[src/rtl/btu_pkg.sv]
package btu_pkg;

    typedef enum logic [1:0] {
        ST_HOLD = 2'd0,
        ST_SYNC = 2'd1,
        ST_PH1  = 2'd2,
        ST_PH2  = 2'd3
    } btu_state_e;

    function automatic logic vote3(input logic a, input logic b, input logic c);
        return (a & b) | (a & c) | (b & c);
    endfunction

endpackage

[src/rtl/btu_tq_gen.sv]
module btu_tq_gen #(
    parameter int PRESC_W = 14
) (
    input  logic               clk,
    input  logic               rst_n,
    input  logic               hold,
    input  logic [PRESC_W-1:0] presc,
    output logic               tick
);
    localparam int CNT_W = PRESC_W + 1;

    logic [CNT_W-1:0] cnt;
    logic [CNT_W-1:0] last;

    // 2*(p+1) clocks per quantum: terminal count is 2p+1
    assign last = {presc, 1'b1};
    assign tick = !hold && (cnt == last);

    always_ff @(posedge clk or negedge rst_n) begin
        if (!rst_n) begin
            cnt <= '0;
        end else if (hold || tick) begin
            cnt <= '0;
        end else begin
            cnt <= cnt + 1'b1;
        end
    end
endmodule

[src/rtl/btu_sampler.sv]
module btu_sampler
    import btu_pkg::*;
(
    input  logic clk,
    input  logic rst_n,
    input  logic hold,
    input  logic tick,
    input  logic samp_now,
    input  logic triple,
    input  logic line,
    output logic prev_q,
    output logic rx_bit
);
    // hist[0]: line at previous tick, hist[1]: two ticks ago
    logic [1:0] hist;
    logic       voted;

    assign voted  = vote3(hist[1], hist[0], line);
    assign prev_q = hist[0];

    always_ff @(posedge clk or negedge rst_n) begin
        if (!rst_n) begin
            hist <= 2'b11;
        end else if (hold) begin
            hist <= 2'b11;
        end else if (tick) begin
            hist <= {hist[0], line};
        end
    end

    always_ff @(posedge clk or negedge rst_n) begin
        if (!rst_n) begin
            rx_bit <= 1'b1;
        end else if (hold) begin
            rx_bit <= 1'b1;
        end else if (samp_now) begin
            rx_bit <= triple ? voted : line;
        end
    end
endmodule

[src/rtl/btu_bit_fsm.sv]
module btu_bit_fsm
    import btu_pkg::*;
#(
    parameter int SEG1_W = 4,
    parameter int SEG2_W = 3,
    parameter int SJW_W  = 2
) (
    input  logic              clk,
    input  logic              rst_n,
    input  logic              hold,
    input  logic              tick,
    input  logic              line,
    input  logic              prev_q,
    input  logic              idle,
    input  logic [SEG1_W-1:0] seg1,
    input  logic [SEG2_W-1:0] seg2,
    input  logic [SJW_W-1:0]  sjw,
    output logic              samp_now,
    output logic              sample_stb,
    output logic              bound_stb
);
    localparam int MAX_A = (SEG1_W > SJW_W) ? SEG1_W : SJW_W;
    localparam int MAX_W = (MAX_A > SEG2_W) ? MAX_A : SEG2_W;
    localparam int LEN_W = MAX_W + 2;

    btu_state_e       st, st_n;
    logic [LEN_W-1:0] qcnt, qcnt_n;
    logic [LEN_W-1:0] plen, plen_n;
    logic             did, did_n;
    logic             bound_now;
    logic             edge_hit;
    logic [LEN_W-1:0] jump, qnext, len_t, adj;

    function automatic logic [LEN_W-1:0] lesser(input logic [LEN_W-1:0] a,
                                                 input logic [LEN_W-1:0] b);
        return (a < b) ? a : b;
    endfunction

    assign jump     = LEN_W'(sjw) + 1'b1;
    assign qnext    = qcnt + 1'b1;
    assign edge_hit = tick && prev_q && !line;

    // state register
    always_ff @(posedge clk or negedge rst_n) begin
        if (!rst_n) begin
            st   <= ST_HOLD;
            qcnt <= '0;
            plen <= '0;
            did  <= 1'b0;
        end else begin
            st   <= st_n;
            qcnt <= qcnt_n;
            plen <= plen_n;
            did  <= did_n;
        end
    end

    // next state
    always_comb begin
        st_n      = st;
        qcnt_n    = qcnt;
        plen_n    = plen;
        did_n     = did;
        samp_now  = 1'b0;
        bound_now = 1'b0;
        len_t     = plen;
        adj       = '0;
        unique case (st)
            ST_HOLD: begin
                st_n   = ST_SYNC;
                qcnt_n = '0;
                did_n  = 1'b0;
            end
            ST_SYNC: begin
                if (tick) begin
                    st_n   = ST_PH1;
                    qcnt_n = '0;
                    plen_n = LEN_W'(seg1) + 1'b1;
                end
            end
            ST_PH1: begin
                if (tick) begin
                    if (edge_hit && !did) begin
                        adj   = lesser(qnext, jump);
                        len_t = plen + adj;
                        did_n = 1'b1;
                    end
                    if (qnext == len_t) begin
                        st_n     = ST_PH2;
                        qcnt_n   = '0;
                        plen_n   = LEN_W'(seg2) + 1'b1;
                        samp_now = 1'b1;
                    end else begin
                        qcnt_n = qnext;
                        plen_n = len_t;
                    end
                end
            end
            ST_PH2: begin
                if (tick) begin
                    if (edge_hit && !did) begin
                        adj   = lesser(plen - qnext, jump);
                        len_t = plen - adj;
                        did_n = 1'b1;
                    end
                    if (qnext == len_t) begin
                        st_n      = ST_SYNC;
                        qcnt_n    = '0;
                        did_n     = 1'b0;
                        bound_now = 1'b1;
                    end else begin
                        qcnt_n = qnext;
                        plen_n = len_t;
                    end
                end
            end
            default: st_n = ST_HOLD;
        endcase
        // hard synchronisation while idle
        if (idle && edge_hit && (st != ST_HOLD)) begin
            st_n      = ST_SYNC;
            qcnt_n    = '0;
            did_n     = 1'b0;
            samp_now  = 1'b0;
            bound_now = 1'b1;
        end
        if (hold) begin
            st_n      = ST_HOLD;
            qcnt_n    = '0;
            did_n     = 1'b0;
            samp_now  = 1'b0;
            bound_now = 1'b0;
        end
    end

    // outputs
    always_ff @(posedge clk or negedge rst_n) begin
        if (!rst_n) begin
            sample_stb <= 1'b0;
            bound_stb  <= 1'b0;
        end else begin
            sample_stb <= samp_now;
            bound_stb  <= bound_now;
        end
    end
endmodule

[src/rtl/bit_timing_unit.sv]
module bit_timing_unit #(
    parameter int PRESC_W = 14,
    parameter int SEG1_W  = 4,
    parameter int SEG2_W  = 3,
    parameter int SJW_W   = 2
) (
    input  logic               clk,
    input  logic               rst_n,
    input  logic               cfg_hold,
    input  logic [PRESC_W-1:0] cfg_presc,
    input  logic [SEG1_W-1:0]  cfg_seg1,
    input  logic [SEG2_W-1:0]  cfg_seg2,
    input  logic [SJW_W-1:0]   cfg_sjw,
    input  logic               cfg_triple,
    input  logic               bus_idle,
    input  logic               rx_line,
    output logic               rx_bit,
    output logic               sample_stb,
    output logic               tx_pt_stb
);
    logic [PRESC_W-1:0] sh_presc;
    logic [SEG1_W-1:0]  sh_seg1;
    logic [SEG2_W-1:0]  sh_seg2;
    logic [SJW_W-1:0]   sh_sjw;
    logic               sh_triple;
    logic               tick;
    logic               samp_now;
    logic               prev_q;

    // timing fields are writable only in reset mode
    always_ff @(posedge clk or negedge rst_n) begin
        if (!rst_n) begin
            sh_presc  <= '0;
            sh_seg1   <= '0;
            sh_seg2   <= '0;
            sh_sjw    <= '0;
            sh_triple <= 1'b0;
        end else if (cfg_hold) begin
            sh_presc  <= cfg_presc;
            sh_seg1   <= cfg_seg1;
            sh_seg2   <= cfg_seg2;
            sh_sjw    <= cfg_sjw;
            sh_triple <= cfg_triple;
        end
    end

    btu_tq_gen #(.PRESC_W(PRESC_W)) u_tq (
        .clk   (clk),
        .rst_n (rst_n),
        .hold  (cfg_hold),
        .presc (sh_presc),
        .tick  (tick)
    );

    btu_sampler u_smp (
        .clk      (clk),
        .rst_n    (rst_n),
        .hold     (cfg_hold),
        .tick     (tick),
        .samp_now (samp_now),
        .triple   (sh_triple),
        .line     (rx_line),
        .prev_q   (prev_q),
        .rx_bit   (rx_bit)
    );

    btu_bit_fsm #(.SEG1_W(SEG1_W), .SEG2_W(SEG2_W), .SJW_W(SJW_W)) u_fsm (
        .clk        (clk),
        .rst_n      (rst_n),
        .hold       (cfg_hold),
        .tick       (tick),
        .line       (rx_line),
        .prev_q     (prev_q),
        .idle       (bus_idle),
        .seg1       (sh_seg1),
        .seg2       (sh_seg2),
        .sjw        (sh_sjw),
        .samp_now   (samp_now),
        .sample_stb (sample_stb),
        .bound_stb  (tx_pt_stb)
    );
endmodule

[config.mk]
export PLATFORM = sky130hd
export DESIGN_NAME = bit_timing_unit
export DESIGN_NICKNAME = d
export VERILOG_FILES = /design/src/rtl/btu_pkg.sv /design/src/rtl/btu_tq_gen.sv /design/src/rtl/btu_sampler.sv /design/src/rtl/btu_bit_fsm.sv /design/src/rtl/bit_timing_unit.sv
export SDC_FILE = /design/constraint.sdc
export NUM_CORES = 1
export LEC_CHECK = 0
export BUFFER_PORTS_ARGS = -buffer_cell sky130_fd_sc_hd__buf_2
export CORE_UTILIZATION = 25
export DETAILED_ROUTE_END_ITERATION = 12
export GPL_ROUTABILITY_DRIVEN = 0
export PLACE_DENSITY = 0.42
export SYNTH_ARGS = -nofsm -noshare
export SYNTH_HDL_FRONTEND = slang
export SYNTH_SLANG_ARGS = --single-unit
[constraint.sdc]
create_clock -name clk -period 6.4 [get_ports clk]
set_input_delay 1.28 -clock clk [delete_from_list [all_inputs] [get_ports clk]]
set_output_delay 1.28 -clock clk [all_outputs]
set_load 0.005 [all_outputs]
-- Word-level counts from Yosys, hierarchy flattened
Cells that the tools add are included.
- input port bits: 29
- output and inout bits: 3
- flip-flop bits (word level): 59
- word-level logic and storage cells: 117
- mux-type cells: 53
- add/subtract/negate cells: 8
- eq/ne operators: 15
- bitwise gates (word level): 5
- reductions and logical operators: 20
- $lt $le $gt $ge: 2
- operators with widths (operator ; number):
    6-bit 2-to-1 mux ; 20
    6-bit case mux with 4 select lines ; 1
    4-bit by 2-bit != test with 1-bit output, second input constant ; 5
    1-bit 2-to-1 mux ; 19
    2-bit 2-to-1 mux ; 9
    6-bit case mux with 3 select lines ; 1
    15-bit by 1-bit adder with 15-bit output, second input constant ; 1
    15-bit equality test ; 1
    15-bit 2-to-1 mux ; 1
    6-bit equality test ; 2
    6-bit less-than comparator ; 2
    6-bit subtractor ; 2
    5-bit AND reduction ; 2
    2-bit case mux with 4 select lines ; 1
    6-bit by 1-bit adder with 6-bit output, second input constant ; 1
    6-bit adder ; 1
    1-bit logical AND ; 6
    2-bit by 1-bit != test with 1-bit output, second input constant ; 3
    3-bit AND reduction ; 2
    2-bit nonzero test ; 3
    4-bit by 1-bit adder with 5-bit output, second input constant ; 1
    5-bit nonzero test ; 1
    3-bit by 1-bit adder with 4-bit output, second input constant ; 1
    2-bit equality test, second input constant ; 2
    other kinds (10) ; 15

-- Longest topological paths before layout
- depth in word-level cells: 16
- depth in mapped cells: 22

-- By module
Synthesis repeated with hierarchy kept, for this count alone.
- cells, all modules: 427
- area total of the unflattened synthesis: 4357.9 sq um
- by module, submodules not included (module ; cells an instance ; times used ; area each (sq um)):
    btu_bit_fsm ; 274 ; 1 ; 2302.2
    bit_timing_unit ; 51 ; 1 ; 997.2
    btu_tq_gen ; 89 ; 1 ; 912.1
    btu_sampler ; 13 ; 1 ; 146.4

-- Worst setup path before layout
No wires, ideal clock.
- kind: register -> register
- start: register u_fsm.qcnt[0]
- end: register u_fsm.st[0]
- setup slack: 0.798 ns
- path buffers: 0
- arrival time: 5.476 ns
- stages on the path, launching flop included: 22
- setup time: 0.126 ns
- clock period less this slack: 5.602 ns
- required time: 6.274 ns
- path through: dfrtp_1 ha_1 inv_1 ha_1 a21o_1 maj3_1 maj3_1 xnor2_1 nor3_1 a21oi_1 a2111oi_2 mux2_2 fa_1 nor2b_1 o21a_1 nor3_1 nor4b_4 nor3_2 nor4_4 nand2_4 a2111o_1 o311a_1
- longest elaborated chain between the ends: 11
- elaborated cells on any way between the ends: 19
- RTL lines (element ; line ; text):
    from (decl) ; btu_bit_fsm.sv:27 ; logic [LEN_W-1:0] qcnt, qcnt_n;
    from (signal assigned) ; btu_bit_fsm.sv:52 ; qcnt <= qcnt_n;
    6-bit by 1-bit adder with 6-bit output * ; btu_bit_fsm.sv:40 ; assign qnext = qcnt + 1'b1;
    6-bit subtractor ; btu_bit_fsm.sv:102 ; adj = lesser(plen - qnext, jump);
    6-bit less-than comparator ; btu_bit_fsm.sv:36 ; return (a < b) ? a : b;
    6-bit 2-to-1 mux ; btu_bit_fsm.sv:36 ;
    6-bit subtractor ; btu_bit_fsm.sv:103 ; len_t = plen - adj;
    6-bit 2-to-1 mux ; btu_bit_fsm.sv:101 ; if (edge_hit && !did) begin
    6-bit 2-to-1 mux ; btu_bit_fsm.sv:100 ; if (tick) begin
    6-bit 2-to-1 mux ; btu_bit_fsm.sv:68 ; unique case (st)
    6-bit equality test ; btu_bit_fsm.sv:106 ; if (qnext == len_t) begin
    4-bit by 2-bit != test with 1-bit output (no line) ; -- ;
    5-bit AND reduction (no line) * ; -- ;
    to (signal assigned) ; btu_bit_fsm.sv:51 ; st <= st_n;
    to (decl) ; btu_bit_fsm.sv:26 ; btu_state_e st, st_n;
Every way passes the cells marked *; elsewhere a longest branch is shown, timed or not. The select of a mux whose other input is x is not followed.
A chain may end at the register's enable or synchronous reset.

-- Worst setup path in the final report
Ends and elaborated chain as after synthesis.

==> metrics.yaml <==
place.port_buffers: 31
cts_tree: "yes"
grt_pass1_vias: 3742
syn_to_final_growth_pct: 15.17
drive_gt1_share_pct: 19.14
ys_seq_elements: 59
tns_ns: 0
grt.total_usage_pct: 14.32
synth.distinct_cells: 72
endpoint_kind: "flip-flop"
cts_setup_buffers: 0
final_max_slew_viol_count: 0
drc: 0
rows: 48
yosysTopAreaCell: "dfrtp_1"
overflow: 0
rsz0062_at_grt: "false"
finalHoldViolations: 0
seq_area_frac_synth_pct: 33.67
n_antenna_cell: 0
async_reset_ff_share_pct: 100.0
met2_usage_pct: 24.47
whs_ns: 0.4935
die_h_um: 134.6
dp_cells: 721
coreArea_mm2: 0.01724
synthTopCellsByArea: "dfrtp_1 (32%), ha_1 (7.1%), xnor2_1 (6.6%)"
path_class: "flip-flop to flip-flop"
cts.repair.resized: 0
grt_max_degree: 60
clock_path_buffers: 2
die_area_mm2: 0.01812
synth_top_area_share_pct: 31.88
clk_pin_slew_worst_paths_ns: 0.06
skew_ns: 0.005157
run_status: "finished, final reports clean"
vias: 3631
synth_area_mm2: 0.004395
yosysWarningCount: 0
hpwl_um: 9091
gr-usage-met3_pct: 3.266
relSlewSlack_pct: 42.80
fin_nets: 564
clock.fmax_ghz: 0.1670
cp_data_arrival_time_ns: 6.20
synth_cells: 472
crit_path_top_delay_cell: "dfrtp_1"
cts_hold_buf: 0
grt.busiest_layer: "met2"
drv_cap: 0
die_x_um: 134.6
min_path_type: "flip-flop to flip-flop"
tightest_slew_ns: 0.8519
p_per_area_mw_per_mm2: 356.2
crit_path_start_kind: "flip-flop"
worst_slack_ns: 0.4128
first_pass_iters: 4
critPathMaxStageDelay_ns: 0.47
drt-initial-drc-count: 145
htreeDepth: 3
cts-buffers-inserted: 9
antenna_left: 0
peakVddDrop_mv: 0.1521
avgSynthCellArea_um2: 9.312
stdcell_count: 737
place_ws_ns: 0.4548
worstPathCellList: "ha_1 -> inv_1 -> ha_1 -> a21o_1 -> maj3_1 -> maj3_1 -> xnor2_1 -> nor3_1 -> a21oi_1 -> a2111oi_2 -> buf_4 -> mux2_2 -> fa_1 -> nor2b_1 -> o21a_1 -> nor3_1 -> nor4b_4 -> nor3_2 -> nor4_4 -> nand2_4 -> a2111o_1 -> o311a_1"
setup_viol: 0
grt_antenna_before_repair: 0
leakagePower_nw: 2.080
cts-root-buf: "clkbuf_16"
fin_total_pwr_mw: 1.803
post_drt_wl_per_cell_um: 16.30
totalWireLength_um: 12010
synth_ff_type: "dfrtp_1"
grt_util_met1_pct: 17.11
viasPerCell: 4.927
clock_latency_ns: 0.34
crit_fanout: 9
cts_sinks: 59
period_share_pct: 93.55
io_pins: 32
start_util_pct: 25.50
grt_pass1_wl_um: 19750
finalCriticalPeriod_ns: 5.987
required_ns: 6.62
synth_edf_count: 0
-- placed cells by master, fill, tap and decap left out, types with 9 or more instances in the layout --
cell,n
xnor2_1,33
inv_1,22
nor2_1,47
buf_2,31
a21oi_1,29
nand4_1,12
xor2_1,14
nand3_1,27
mux2_2,25
dfrtp_1,56
ha_1,25
clkbuf_16,9
o21ai_0,22
nand2_1,25
-- cell families (layout without fill, tap and decap cells) --
kind of cell | Yosys count | in the layout | share of synthesized area [%]
simple gates | 164 | 164 | 20.01
compound gates | 105 | 105 | 15.80
flops | 59 | 59 | 33.67
xor+xnor | 48 | 48 | 9.878
buf+inv | 35 | 73 | 4.213
fa+ha+maj | 31 | 31 | 9.166
mux | 28 | 28 | 7.088
other cells | 2 | 4 | 0.1709
-- sequential cells by signal, summed over array words and instances (netlist names) --
signal            count
sh_sjw                2
sh_seg2               3
sh_presc             14
u_smp.hist            2
u_tq.cnt             15
sh_triple             1
u_fsm.st              2
u_fsm.sample_stb      1
u_fsm.qcnt            6
u_fsm.bound_stb       1
u_fsm.did             1
u_smp.rx_bit          1
sh_seg1               4
u_fsm.plen            6
-- layout make-up --
cell class / instances / area (um^2)
sequential: 59 / 1480
clock buffer: 11 / 242.7
inverter: 22 / 82.58
multi-input combinational: 380 / 2738
timing repair buffer: 35 / 185.2
fill: 1818 / 12170
clock inverter: 5 / 52.55
tap: 225 / 281.5
-- power breakdown --
| part | internal (mW) | switching (mW) | leakage, nW |
|---|---|---|---|
| registers | 0.411 | 0.0536 | 0.745 |
| clock network | 0.310 | 0.178 | 0.145 |
| logic | 0.360 | 0.491 | 1.19 |
-- per-layer routing --
| layer | routed length [um] | share of wire [%] |
|---|---|---|
| met1 | 5514 | 46 |
| met2 | 5872 | 49 |
| met3 | 357 | 3.0 |
| met4 | 269 | 2.2 |
| met5 | 0 | 0 |
-- Yosys cell counts, drive strengths merged (5+ instances only) --
cell type	instances
nand4	12
nand3	27
o21ai	24
nand2b	6
and3	8
dfrtp	56
nor3	9
xnor2	33
buf	5
nand2	27
inv	22
mux2	25
nor2	48
nor4	5
ha	25
a21oi	31
xor2	14
clkbuf	8
o21a	5
a21o	6
-- final timing paths --
check	cells after the start	from	endpoint	slack [ns]
setup / recovery	22	u_fsm.qcnt[0]	u_fsm.st[0]	0.41
hold / removal	2	u_smp.hist[1]	u_smp.hist[1]	0.49
setup reg to reg	22	u_fsm.qcnt[0]	u_fsm.st[0]	0.41
hold reg to reg	2	u_smp.hist[1]	u_smp.hist[1]	0.49
max in group asynchronous	2	rst_n	sh_seg2[0]	4.74
min in group asynchronous	2	rst_n	u_fsm.qcnt[2]	1.09
-- critical path: cells and delay by family (launching register included) --
kind / cells / cell delay (ns)
compound gates: 6 / 1.28
simple gates: 7 / 1.34
buf+inv: 2 / 0.36
mux: 1 / 0.35
fa+ha+maj: 5 / 1.94
xor+xnor: 1 / 0.13
flops: 1 / 0.47
-- metrics by stage --
step                      instance area [um^2]  util [%]
after floorplan                           4403         -
after global placement                    4767     27.66
after detailed placement                  4767     27.66
after CTS                                 5062     29.37
after global routing                      5062     29.37
final                                     5062     29.37
Note: power is estimated with default switching activity, not from simulation.
